===== config.mk =====
export PLATFORM = sky130hd
export DESIGN_NAME = irq_router
export DESIGN_NICKNAME = d
export VERILOG_FILES = /design/src/rtl/irq_router_pkg.sv /design/src/rtl/irq_addr_decode.sv /design/src/rtl/irq_map_regs.sv /design/src/rtl/irq_vec_gate.sv /design/src/rtl/irq_router.sv
export SDC_FILE = /design/constraint.sdc
export NUM_CORES = 1
export LEC_CHECK = 0
export ABC_AREA = 1
export BUFFER_PORTS_ARGS = -buffer_cell sky130_fd_sc_hd__buf_2
export CORE_UTILIZATION = 51
export DETAILED_ROUTE_END_ITERATION = 10
export PLACE_DENSITY = 0.74
export SETUP_SLACK_MARGIN = 0.4
export SLEW_MARGIN = 20
export SYNTH_ARGS = -nofsm -noshare
export SYNTH_HDL_FRONTEND = slang
export SYNTH_SLANG_ARGS = --single-unit

===== constraint.sdc =====
create_clock -name clk -period 6 [get_ports clk]
set_clock_uncertainty 0.05 [all_clocks]
set_input_delay 1.2 -clock clk [delete_from_list [all_inputs] [get_ports clk]]
set_output_delay 1.2 -clock clk [all_outputs]
set_load 0.005 [all_outputs]

===== src/rtl/irq_router_pkg.sv =====
package irq_router_pkg;

  // Byte distance between register slots, and the offset of the live word.
  localparam int unsigned SLOT_STRIDE = 8;
  localparam int unsigned LIVE_WORD   = 4;

  // Read-only fields held below the enable bit.
  localparam logic [30:0] FIXED_BASE = 31'h7C0;
  localparam logic [30:0] OBD_BIAS   = 31'h20;

  typedef enum logic [1:0] {
    RDK_ZERO = 2'd0,
    RDK_PCI  = 2'd1,
    RDK_OBD  = 2'd2
  } rd_kind_e;

  function automatic logic [30:0] pci_fixed(input int unsigned idx);
    return FIXED_BASE | 31'(idx << 2);
  endfunction

  function automatic logic [30:0] obd_fixed(input int unsigned idx);
    return (FIXED_BASE | OBD_BIAS) + 31'(idx);
  endfunction

endpackage


===== src/rtl/irq_addr_decode.sv =====
module irq_addr_decode
  import irq_router_pkg::*;
#(
  parameter int unsigned ADDR_W       = 16,
  parameter int unsigned PCI_MAPS     = 8,
  parameter int unsigned OBD_MAPS     = 16,
  parameter int unsigned PCI_CLRS     = 8,
  parameter int unsigned OBD_CLRS     = 12,
  parameter int unsigned PCI_SRCS     = 32,
  parameter int unsigned NVEC         = 48,
  parameter int unsigned IDX_W        = 4,
  parameter int unsigned PCI_MAP_BASE = 'h0C00,
  parameter int unsigned OBD_MAP_BASE = 'h1000,
  parameter int unsigned PCI_CLR_BASE = 'h1400,
  parameter int unsigned OBD_CLR_BASE = 'h1800
) (
  input  logic              sel_i,
  input  logic              wr_i,
  input  logic [ADDR_W-1:0] addr_i,
  output logic [PCI_MAPS-1:0] pci_we_o,
  output logic [OBD_MAPS-1:0] obd_we_o,
  output logic [NVEC-1:0]   clr_o,
  output logic              rd_o,
  output rd_kind_e          rd_kind_o,
  output logic [IDX_W-1:0]  rd_idx_o
);

  localparam int unsigned WA = ADDR_W - 2;

  logic [WA-1:0] word;
  logic          wr_req;
  logic          unused_lanes;

  assign word         = addr_i[ADDR_W-1:2];
  assign unused_lanes = ^addr_i[1:0];
  assign wr_req       = sel_i & wr_i;
  assign rd_o         = sel_i & ~wr_i;

  function automatic logic [WA-1:0] live_word(input int unsigned base, input int unsigned i);
    logic [ADDR_W-1:0] a;
    a = ADDR_W'(base + SLOT_STRIDE * i + LIVE_WORD);
    return a[ADDR_W-1:2];
  endfunction

  logic [PCI_MAPS-1:0] pci_map_hit;
  logic [OBD_MAPS-1:0] obd_map_hit;
  logic [PCI_CLRS-1:0] pci_clr_hit;
  logic [OBD_CLRS-1:0] obd_clr_hit;

  for (genvar i = 0; i < PCI_MAPS; i++) begin : g_pci_map
    assign pci_map_hit[i] = (word == live_word(PCI_MAP_BASE, i));
  end
  for (genvar j = 0; j < OBD_MAPS; j++) begin : g_obd_map
    assign obd_map_hit[j] = (word == live_word(OBD_MAP_BASE, j));
  end
  for (genvar k = 0; k < PCI_CLRS; k++) begin : g_pci_clr
    assign pci_clr_hit[k] = (word == live_word(PCI_CLR_BASE, k));
  end
  for (genvar k = 0; k < OBD_CLRS; k++) begin : g_obd_clr
    assign obd_clr_hit[k] = (word == live_word(OBD_CLR_BASE, k));
  end

  assign pci_we_o = pci_map_hit & {PCI_MAPS{wr_req}};
  assign obd_we_o = obd_map_hit & {OBD_MAPS{wr_req}};

  // Clear strobes: PCI clear k drives vector k, on-board clear k drives vector PCI_SRCS+k.
  for (genvar n = 0; n < NVEC; n++) begin : g_clr
    if (n < PCI_CLRS) begin : g_pci
      assign clr_o[n] = wr_req & pci_clr_hit[n];
    end else if ((n >= PCI_SRCS) && (n < PCI_SRCS + OBD_CLRS)) begin : g_obd
      assign clr_o[n] = wr_req & obd_clr_hit[n-PCI_SRCS];
    end else begin : g_none
      assign clr_o[n] = 1'b0;
    end
  end

  always_comb begin
    rd_kind_o = RDK_ZERO;
    rd_idx_o  = '0;
    for (int unsigned i = 0; i < PCI_MAPS; i++) begin
      if (pci_map_hit[i]) begin
        rd_kind_o = RDK_PCI;
        rd_idx_o  = IDX_W'(i);
      end
    end
    for (int unsigned j = 0; j < OBD_MAPS; j++) begin
      if (obd_map_hit[j]) begin
        rd_kind_o = RDK_OBD;
        rd_idx_o  = IDX_W'(j);
      end
    end
  end

endmodule


===== src/rtl/irq_map_regs.sv =====
module irq_map_regs
  import irq_router_pkg::*;
#(
  parameter int unsigned DATA_W       = 32,
  parameter int unsigned PCI_MAPS     = 8,
  parameter int unsigned OBD_MAPS     = 16,
  parameter int unsigned PCI_SRCS     = 32,
  parameter int unsigned SRCS_PER_MAP = 4,
  parameter int unsigned NVEC         = 48,
  parameter int unsigned IDX_W        = 4
) (
  input  logic                clk,
  input  logic                rst,
  input  logic [PCI_MAPS-1:0] pci_we_i,
  input  logic [OBD_MAPS-1:0] obd_we_i,
  input  logic                wbit_i,
  input  logic                rd_i,
  input  rd_kind_e            rd_kind_i,
  input  logic [IDX_W-1:0]    rd_idx_i,
  output logic [DATA_W-1:0]   rdata_o,
  output logic [NVEC-1:0]     en_vec_o
);

  logic [PCI_MAPS-1:0] pci_en_q;
  logic [OBD_MAPS-1:0] obd_en_q;
  logic [DATA_W-1:0]   rd_next;
  logic [DATA_W-1:0]   rdata_q;

  // Only the enable bits are stored; the fields below them are constants.
  always_ff @(posedge clk) begin
    if (rst) begin
      pci_en_q <= '0;
      obd_en_q <= '0;
    end else begin
      for (int unsigned i = 0; i < PCI_MAPS; i++) begin
        if (pci_we_i[i]) pci_en_q[i] <= wbit_i;
      end
      for (int unsigned j = 0; j < OBD_MAPS; j++) begin
        if (obd_we_i[j]) obd_en_q[j] <= wbit_i;
      end
    end
  end

  // Fan each enable out to the sources it governs.
  for (genvar n = 0; n < NVEC; n++) begin : g_fan
    if (n < PCI_SRCS) begin : g_pci
      assign en_vec_o[n] = pci_en_q[n / SRCS_PER_MAP];
    end else begin : g_obd
      assign en_vec_o[n] = obd_en_q[n - PCI_SRCS];
    end
  end

  always_comb begin
    rd_next = '0;
    case (rd_kind_i)
      RDK_PCI: begin
        if (int'(rd_idx_i) < int'(PCI_MAPS)) begin
          rd_next[DATA_W-2:0] = (DATA_W-1)'(pci_fixed(int'(rd_idx_i)));
          rd_next[DATA_W-1]   = pci_en_q[rd_idx_i];
        end
      end
      RDK_OBD: begin
        if (int'(rd_idx_i) < int'(OBD_MAPS)) begin
          rd_next[DATA_W-2:0] = (DATA_W-1)'(obd_fixed(int'(rd_idx_i)));
          rd_next[DATA_W-1]   = obd_en_q[rd_idx_i];
        end
      end
      default: rd_next = '0;
    endcase
  end

  always_ff @(posedge clk) begin
    if (rst)       rdata_q <= '0;
    else if (rd_i) rdata_q <= rd_next;
  end

  assign rdata_o = rdata_q;

  for (genvar i = 0; i < PCI_MAPS; i++) begin : g_pci_chk
    assert_enable_write_pci_R3: assert property (@(posedge clk) disable iff (rst)
      pci_we_i[i] |=> (pci_en_q[i] == $past(wbit_i)));
  end
  for (genvar j = 0; j < OBD_MAPS; j++) begin : g_obd_chk
    assert_enable_write_obd_R3: assert property (@(posedge clk) disable iff (rst)
      obd_we_i[j] |=> (obd_en_q[j] == $past(wbit_i)));
  end

  assert_reset_drops_enables_R10: assert property (@(posedge clk)
    rst |=> ((pci_en_q == '0) && (obd_en_q == '0)));

  assert_zero_read_R9: assert property (@(posedge clk) disable iff (rst)
    (rd_i && (rd_kind_i == RDK_ZERO)) |=> (rdata_o == '0));

endmodule


===== src/rtl/irq_vec_gate.sv =====
module irq_vec_gate #(
  parameter int unsigned NVEC = 48
) (
  input  logic            clk,
  input  logic            rst,
  input  logic [NVEC-1:0] src_i,
  input  logic [NVEC-1:0] en_i,
  input  logic [NVEC-1:0] clr_i,
  output logic [NVEC-1:0] vec_o
);

  logic [NVEC-1:0] src_q;
  logic [NVEC-1:0] clr_q;
  logic [NVEC-1:0] vec_q;

  always_ff @(posedge clk) begin
    if (rst) begin
      src_q <= '0;
      clr_q <= '0;
      vec_q <= '0;
    end else begin
      src_q <= src_i;
      // A pending clear ends when the incoming level differs from the held one.
      clr_q <= clr_i | (clr_q & ~(src_i ^ src_q));
      vec_q <= src_q & en_i & ~clr_q;
    end
  end

  assign vec_o = vec_q;

  for (genvar n = 0; n < NVEC; n++) begin : g_chk
    // Covers the PCI clears and the on-board clears (R7_R8).
    assert_clear_forces_low_R7: assert property (@(posedge clk) disable iff (rst)
      clr_q[n] |=> !vec_o[n]);
    assert_disabled_is_low_R6: assert property (@(posedge clk) disable iff (rst)
      !en_i[n] |=> !vec_o[n]);
  end

endmodule


===== src/rtl/irq_router.sv =====
module irq_router
  import irq_router_pkg::*;
#(
  parameter int unsigned ADDR_W       = 16,
  parameter int unsigned DATA_W       = 32,
  parameter int unsigned PCI_SRCS     = 32,
  parameter int unsigned SRCS_PER_MAP = 4,
  parameter int unsigned OBD_SRCS     = 16,
  parameter int unsigned PCI_CLRS     = 8,
  parameter int unsigned OBD_CLRS     = 12,
  parameter int unsigned PCI_MAP_BASE = 'h0C00,
  parameter int unsigned OBD_MAP_BASE = 'h1000,
  parameter int unsigned PCI_CLR_BASE = 'h1400,
  parameter int unsigned OBD_CLR_BASE = 'h1800
) (
  input  logic                         clk,
  input  logic                         rst,
  input  logic                         bus_sel_i,
  input  logic                         bus_wr_i,
  input  logic [ADDR_W-1:0]            bus_addr_i,
  input  logic [DATA_W-1:0]            bus_wdata_i,
  output logic [DATA_W-1:0]            bus_rdata_o,
  input  logic [PCI_SRCS+OBD_SRCS-1:0] src_lvl_i,
  output logic [PCI_SRCS+OBD_SRCS-1:0] vec_o
);

  localparam int unsigned PCI_MAPS = PCI_SRCS / SRCS_PER_MAP;
  localparam int unsigned OBD_MAPS = OBD_SRCS;
  localparam int unsigned NVEC     = PCI_SRCS + OBD_SRCS;
  localparam int unsigned MAX_MAPS = (OBD_MAPS > PCI_MAPS) ? OBD_MAPS : PCI_MAPS;
  localparam int unsigned IDX_W    = (MAX_MAPS > 1) ? $clog2(MAX_MAPS) : 1;

  logic [PCI_MAPS-1:0] pci_we;
  logic [OBD_MAPS-1:0] obd_we;
  logic [NVEC-1:0]     clr_stb;
  logic [NVEC-1:0]     en_vec;
  logic                rd_req;
  rd_kind_e            rd_kind;
  logic [IDX_W-1:0]    rd_idx;
  logic                unused_wdata;

  assign unused_wdata = ^bus_wdata_i[DATA_W-2:0];

  irq_addr_decode #(
    .ADDR_W(ADDR_W), .PCI_MAPS(PCI_MAPS), .OBD_MAPS(OBD_MAPS),
    .PCI_CLRS(PCI_CLRS), .OBD_CLRS(OBD_CLRS), .PCI_SRCS(PCI_SRCS),
    .NVEC(NVEC), .IDX_W(IDX_W),
    .PCI_MAP_BASE(PCI_MAP_BASE), .OBD_MAP_BASE(OBD_MAP_BASE),
    .PCI_CLR_BASE(PCI_CLR_BASE), .OBD_CLR_BASE(OBD_CLR_BASE)
  ) u_decode (
    .sel_i(bus_sel_i), .wr_i(bus_wr_i), .addr_i(bus_addr_i),
    .pci_we_o(pci_we), .obd_we_o(obd_we), .clr_o(clr_stb),
    .rd_o(rd_req), .rd_kind_o(rd_kind), .rd_idx_o(rd_idx)
  );

  irq_map_regs #(
    .DATA_W(DATA_W), .PCI_MAPS(PCI_MAPS), .OBD_MAPS(OBD_MAPS),
    .PCI_SRCS(PCI_SRCS), .SRCS_PER_MAP(SRCS_PER_MAP), .NVEC(NVEC), .IDX_W(IDX_W)
  ) u_regs (
    .clk(clk), .rst(rst), .pci_we_i(pci_we), .obd_we_i(obd_we),
    .wbit_i(bus_wdata_i[DATA_W-1]), .rd_i(rd_req), .rd_kind_i(rd_kind),
    .rd_idx_i(rd_idx), .rdata_o(bus_rdata_o), .en_vec_o(en_vec)
  );

  irq_vec_gate #(
    .NVEC(NVEC)
  ) u_gate (
    .clk(clk), .rst(rst), .src_i(src_lvl_i), .en_i(en_vec),
    .clr_i(clr_stb), .vec_o(vec_o)
  );

  assert_reset_outputs_low_R1: assert property (@(posedge clk)
    rst |=> ((vec_o == '0) && (bus_rdata_o == '0)));

endmodule


-- After elaboration in Yosys (flattened, before gate mapping)
Cells that the tools add are included.
- $lt $le $gt $ge: 3
- add/subtract/negate cells: 1
- equal/unequal tests: 46
- bitwise operators: 32
- muxes and demuxes: 53
- operators with widths (kind ; count):
    $eq A14 B11 Y1 const B ; 36
    $and A48 B48 Y48 ; 3
    $eq A14 B10 Y1 const B ; 8
    $not A48 Y48 ; 2
    $pmux W32 S2 ; 1
    $or A44 B48 Y48 ; 1
    $xor A48 B48 Y48 ; 1
    $mux W2 ; 18
    $mux W3 ; 12
    $mux W32 ; 1
    $mux W4 ; 8
    $and A1 B1 Y1 ; 22
    $and A16 B16 Y16 ; 1
    $add A11 B4 Y12 const A ; 1
    $mux W1 ; 11
    $and A8 B8 Y8 ; 1
    $lt A4 B4 Y1 const B ; 2
    $lt A4 B5 Y1 const B ; 1
    $bmux W1 S4 ; 1
    $bmux W1 S3 ; 1
    $eq A2 B1 Y1 const B ; 1
    $eq A2 B2 Y1 const B ; 1
    $not A1 Y1 ; 1
- register bits after elaboration: 200
- word-level logic and storage cells: 163
- output and inout port bits: 80

-- Longest topological paths before layout
- word-level depth: 28
- mapped depth: 19

-- Modules after synthesis
Synthesis repeated with hierarchy kept, for this count alone.
- cell total of the unflattened synthesis: 1068
- area total of the unflattened synthesis: 7916.3 um2
- by module, submodules not included (module ; cells an instance ; sequential area each (um2) ; area each (um2) ; instances):
    irq_vec_gate ; 640 ; 2882.8 ; 5069.9 ; 1
    irq_map_regs ; 246 ; 640.6 ; 1791.7 ; 1
    irq_addr_decode ; 182 ; 0.0 ; 1054.8 ; 1

-- Worst setup path before layout
No wires, ideal clock.
- path kind: input port to flip-flop
- from: input bus_addr_i[13]
- to: register u_regs.rdata_q[3], in the netlist u_regs.rdata_o[3]
- required time: 5880 ps
- arrival time: 3118 ps
- cell stages on the path: 17
- slack: 2761 ps
- setup time: 70 ps
- cell sequence: inv_1 -> nand2_1 -> nor3_1 -> nand2_2 -> nor2_2 -> inv_2 -> a21oi_1 -> nor2_1 -> nand2_1 -> inv_1 -> nand4_1 -> ha_1 -> nor2_1 -> nand3_1 -> inv_1 -> o21ai_0 -> a21oi_1
- longest elaborated chain between the ends: 27
- elaborated cells on any way between the ends: 77
- those cells by class: add/sub: 1; order compare: 1; eq/ne: 26; mux: 49
- RTL lines (what ; RTL line ; text):
    start, declared ; irq_router.sv:20 ; input logic [ADDR_W-1:0] bus_addr_i,
    branches (longest 26 deep; another with $eq A14 B10 Y1) ; n/a ;
    $pmux W32 S2 * ; irq_map_regs.sv:55 ; case (rd_kind_i)
    end signal, assigned ; irq_map_regs.sv:74 ; else if (rd_i) rdata_q <= rd_next;
    end, declared ; irq_map_regs.sv:27 ; logic [DATA_W-1:0] rdata_q;
Every way passes the cells marked *.
A chain may end at the register's enable or synchronous reset.

-- Worst setup path after layout
- from: input bus_addr_i[15]
- to: register u_regs.rdata_q[31], in the netlist u_regs.rdata_o[31]
- longest elaborated chain between the ends: 28
- elaborated cells on any way between the ends: 80
- those cells by class: order compare: 1; eq/ne: 26; mux: 53
- RTL lines (what ; RTL line ; text):
    $eq A14 B10 Y1 ; irq_addr_decode.sv:51 ; assign pci_map_hit[i] = (word == live_word(PCI_MAP_BASE, i));
    $mux W1 ; irq_addr_decode.sv:81 ; if (pci_map_hit[i]) begin
    $mux W2 (2 in a row) ; irq_addr_decode.sv:81 ;
    $mux W3 (4 in a row) ; irq_addr_decode.sv:81 ;
    $mux W3 (8 in a row) ; irq_addr_decode.sv:87 ; if (obd_map_hit[j]) begin
    $mux W4 (8 in a row) ; irq_addr_decode.sv:87 ;
    $bmux W1 S3 ; irq_map_regs.sv:59 ; rd_next[DATA_W-1] = pci_en_q[rd_idx_i];
    $mux W1 (not written as such) ; irq_map_regs.sv:59 ;
    $mux W32 ; irq_map_regs.sv:57 ; if (int'(rd_idx_i) < int'(PCI_MAPS)) begin
    $pmux W32 S2 * ; irq_map_regs.sv:55 ;
Mark *: on every way between the ends. The rest lies on a longest branch, timed or not. The select of a mux whose other input is x is not followed.

==> impl_metrics.json <==
{
  "grt_antenna_before_repair": 0,
  "cp.required_ns": 6.24,
  "hold_path_class": "reg -> reg",
  "final_layout_size_suffix_gt1_share_pct": 20.2,
  "clkLatencyLatePin_ns": 0.42,
  "grt_use_total_pct": 23.8,
  "vdd_drop_max_v": 0.000227,
  "cp_data_arrival_time_ns": 3.85,
  "synthCells": 912,
  "viasPerCell": 5.14,
  "cp-start-kind": "input pin",
  "coreArea_um2": 13400,
  "io_pins": 180,
  "multi_input_area_um2": 2720,
  "io_buffers": 126,
  "ys_ff_latch": 176,
  "path_class": "in -> reg",
  "cts.sinks": 176,
  "p_per_area_nw_per_um2": 292,
  "nets": 1132,
  "row_count": 42,
  "finalMaxSlewViolations": 0,
  "drc": 0,
  "grt_pass1_wl_um": 27000,
  "holdBufCountCts": 0,
  "hold_viol": 0,
  "seqCellArea_um2": 3520,
  "wl_per_cell_um": 13.5,
  "cts-root-buf": "clkbuf_16",
  "cts_tree": "yes",
  "grt_max_degree": 58,
  "gp_congestion": 0.926,
  "slew_headroom_pct": 50.6,
  "yosysUniqueCellTypes": 39,
  "leakagePower_nw": 3.73,
  "ant_nets": 0,
  "ctsResizeCount": 0,
  "drtIter0Drc": 466,
  "grt_pass1_vias": 5791,
  "fp.dieH_um": 120,
  "fin_crit_sh_pct": 60.2,
  "max_freq_mhz": 277,
  "whs_ns": 0.367,
  "tns_ns": 0,
  "dp_slack_ns": 2.08,
  "dp.cells": 1186,
  "htreeDepth": 4,
  "drv_cap": 0,
  "syn2layout_area_growth_pct": 17.8,
  "fill_cells": 1208,
  "dr_total_vias": 6257,
  "outcome": "completed",
  "die_area_um2": 14400,
  "dp_hpwl_um": 11500,
  "timing.final.ws_setup_ns": 2.39,
  "post-route-min-period_ns": 3.61,
  "avgSynthCellArea_um2": 7.77,
  "final_cells": 1217,
  "n_antenna_cell": 0,
  "grt_overflow": 0,
  "yosysWarnings": 0,
  "cts_max_path_buffers": 2,
  "start_util_pct": 52.9,
  "routed_wl_um": 16400,
  "reg2reg_depth": 8,
  "clk_pin_slew_worst_paths_ns": 0.07,
  "crit_path_end_kind": "register",
  "setup-violations-final": 0,
  "dr.pass1.iters": 5,
  "synth.cell_area_um2": 7090,
  "die_w_um": 120,
  "rsz0062_at_grt": "no",
  "numCtsBuffers": 17,
  "cp_max_fo": 15,
  "hold_depth": 1,
  "worst-slew-pin-transition_ns": 0.741,
  "post_cts_buffers": 0,
  "synth-seq-area-share_pct": 49.7
}
-- report_power, final --
part | switching (mW) | total [mW] | internal [mW]
Combinational | 0.0808 | 0.115 | 0.0342
Clock | 0.472 | 1.13 | 0.657
Sequential | 0.00608 | 1.19 | 1.19
Total | 0.559 | 2.44 | 1.88
-- synth_stat cells (all sizes together) --
| master | n | area (um2) |
|---|---|---|
| dfxtp | 176 | 3520 |
| o2111ai | 1 | 8.76 |
| nand4 | 11 | 75.1 |
| nor4 | 22 | 138 |
| conb | 1 | 3.75 |
| nand2 | 131 | 517 |
| nor2 | 97 | 434 |
| a31oi | 1 | 6.26 |
| o211ai | 29 | 218 |
| or2 | 1 | 6.26 |
| clkbuf | 20 | 75.1 |
| a22oi | 2 | 15.0 |
| a21oi | 88 | 455 |
| nand3b | 1 | 7.51 |
| a211oi | 4 | 35.0 |
| clkinv | 2 | 7.51 |
| ha | 3 | 37.5 |
| inv | 160 | 603 |
| nor3 | 39 | 205 |
| buf | 31 | 230 |
| o21ai | 26 | 130 |
| a311oi | 3 | 26.3 |
| nand3 | 62 | 320 |
| o221ai | 1 | 8.76 |
-- cells by family after synthesis --
kind of cell             count (synthesis)  synth area share, %
AO/OA/AOI/OAI                          155                 12.7
adder cells (fa/ha/maj)                  3                0.530
other                                    1               0.0529
AND/OR/NAND/NOR                        364                 24.0
buffers and inverters                  213                 12.9
flip-flops                             176                 49.7
-- registers in the layout, indices dropped and copies added, names as in the netlist --
register	count
u_gate.clr_q	48
u_gate.src_q	48
u_gate.vec_o	48
u_regs.pci_en_q	8
u_regs.rdata_o	8
u_regs.obd_en_q	16
-- routing by layer --
metal	share of wire, %	vias to the layer above	GRT usage [%]
met5	0	-	0
met4	2.1	0	9.30
met3	6.6	33	5.66
met2	46	216	39.2
met1	45	2850	29.9
li1	-	3158	-
-- final timing paths --
check,from,end,slack (ns)
max,bus_addr_i[15],u_regs.rdata_o[31]$_SDFFE_PP0P_,2.39
max reg2reg,u_regs.obd_en_q[6]$_SDFFE_PP0P_,u_regs.rdata_o[31]$_SDFFE_PP0P_,4.83
min,u_gate.clr_q[42]$_SDFF_PP0_,u_gate.vec_o[42]$_SDFF_PP0_,0.37
min reg2reg,u_gate.clr_q[42]$_SDFF_PP0_,u_gate.vec_o[42]$_SDFF_PP0_,0.37
-- final cells by class --
class / count / area share, %
well taps: 176 / 2.64
flip-flops and latches: 176 / 42.2
repair buffers: 130 / 7.94
multi-input cells: 542 / 32.6
clock buffers: 20 / 5.59
clock inverters: 11 / 1.78
inverters: 162 / 7.31
-- layout by cell type (no fill, tap or decap), types with 7 or more instances in the layout --
master / count
a21oi_1: 84
buf_2: 125
clkbuf_16: 17
conb_1: 20
dfxtp_1: 176
inv_1: 145
inv_2: 14
nand2_1: 123
nand2_2: 7
nand3_1: 60
nand4_1: 10
nor2_1: 81
nor2_2: 10
nor3_1: 37
nor4_1: 22
o211ai_1: 29
o21ai_0: 23
-- metrics by stage --
| step | area [um2] | util [%] | total power, mW |
|---|---|---|---|
| after floorplan | 7160 | - | 1.29 |
| after global routing | 8350 | 62.3 | 2.52 |
| after CTS | 8350 | 62.3 | 2.45 |
| after detailed placement | 7740 | 57.7 | 1.33 |
| final | 8350 | 62.3 | 2.44 |
| after global placement | 7740 | 57.7 | 1.33 |
-- critical path, cell delays in order --
cell,delay (ns)
buf_2,0.10
nor2_1,0.17
nand2_1,0.11
nor2_2,0.58
nand2_1,0.23
nand2_1,0.14
nor2_1,0.06
nand2_1,0.09
nor2_1,0.06
nand2_1,0.06
or2_1,0.45
nor2_1,0.10
nand2_1,0.08
nand3_1,0.11
nand3_1,0.11
nand2_1,0.06
nand2_1,0.05
a21oi_1,0.06
(Power assumes the default switching activity.)
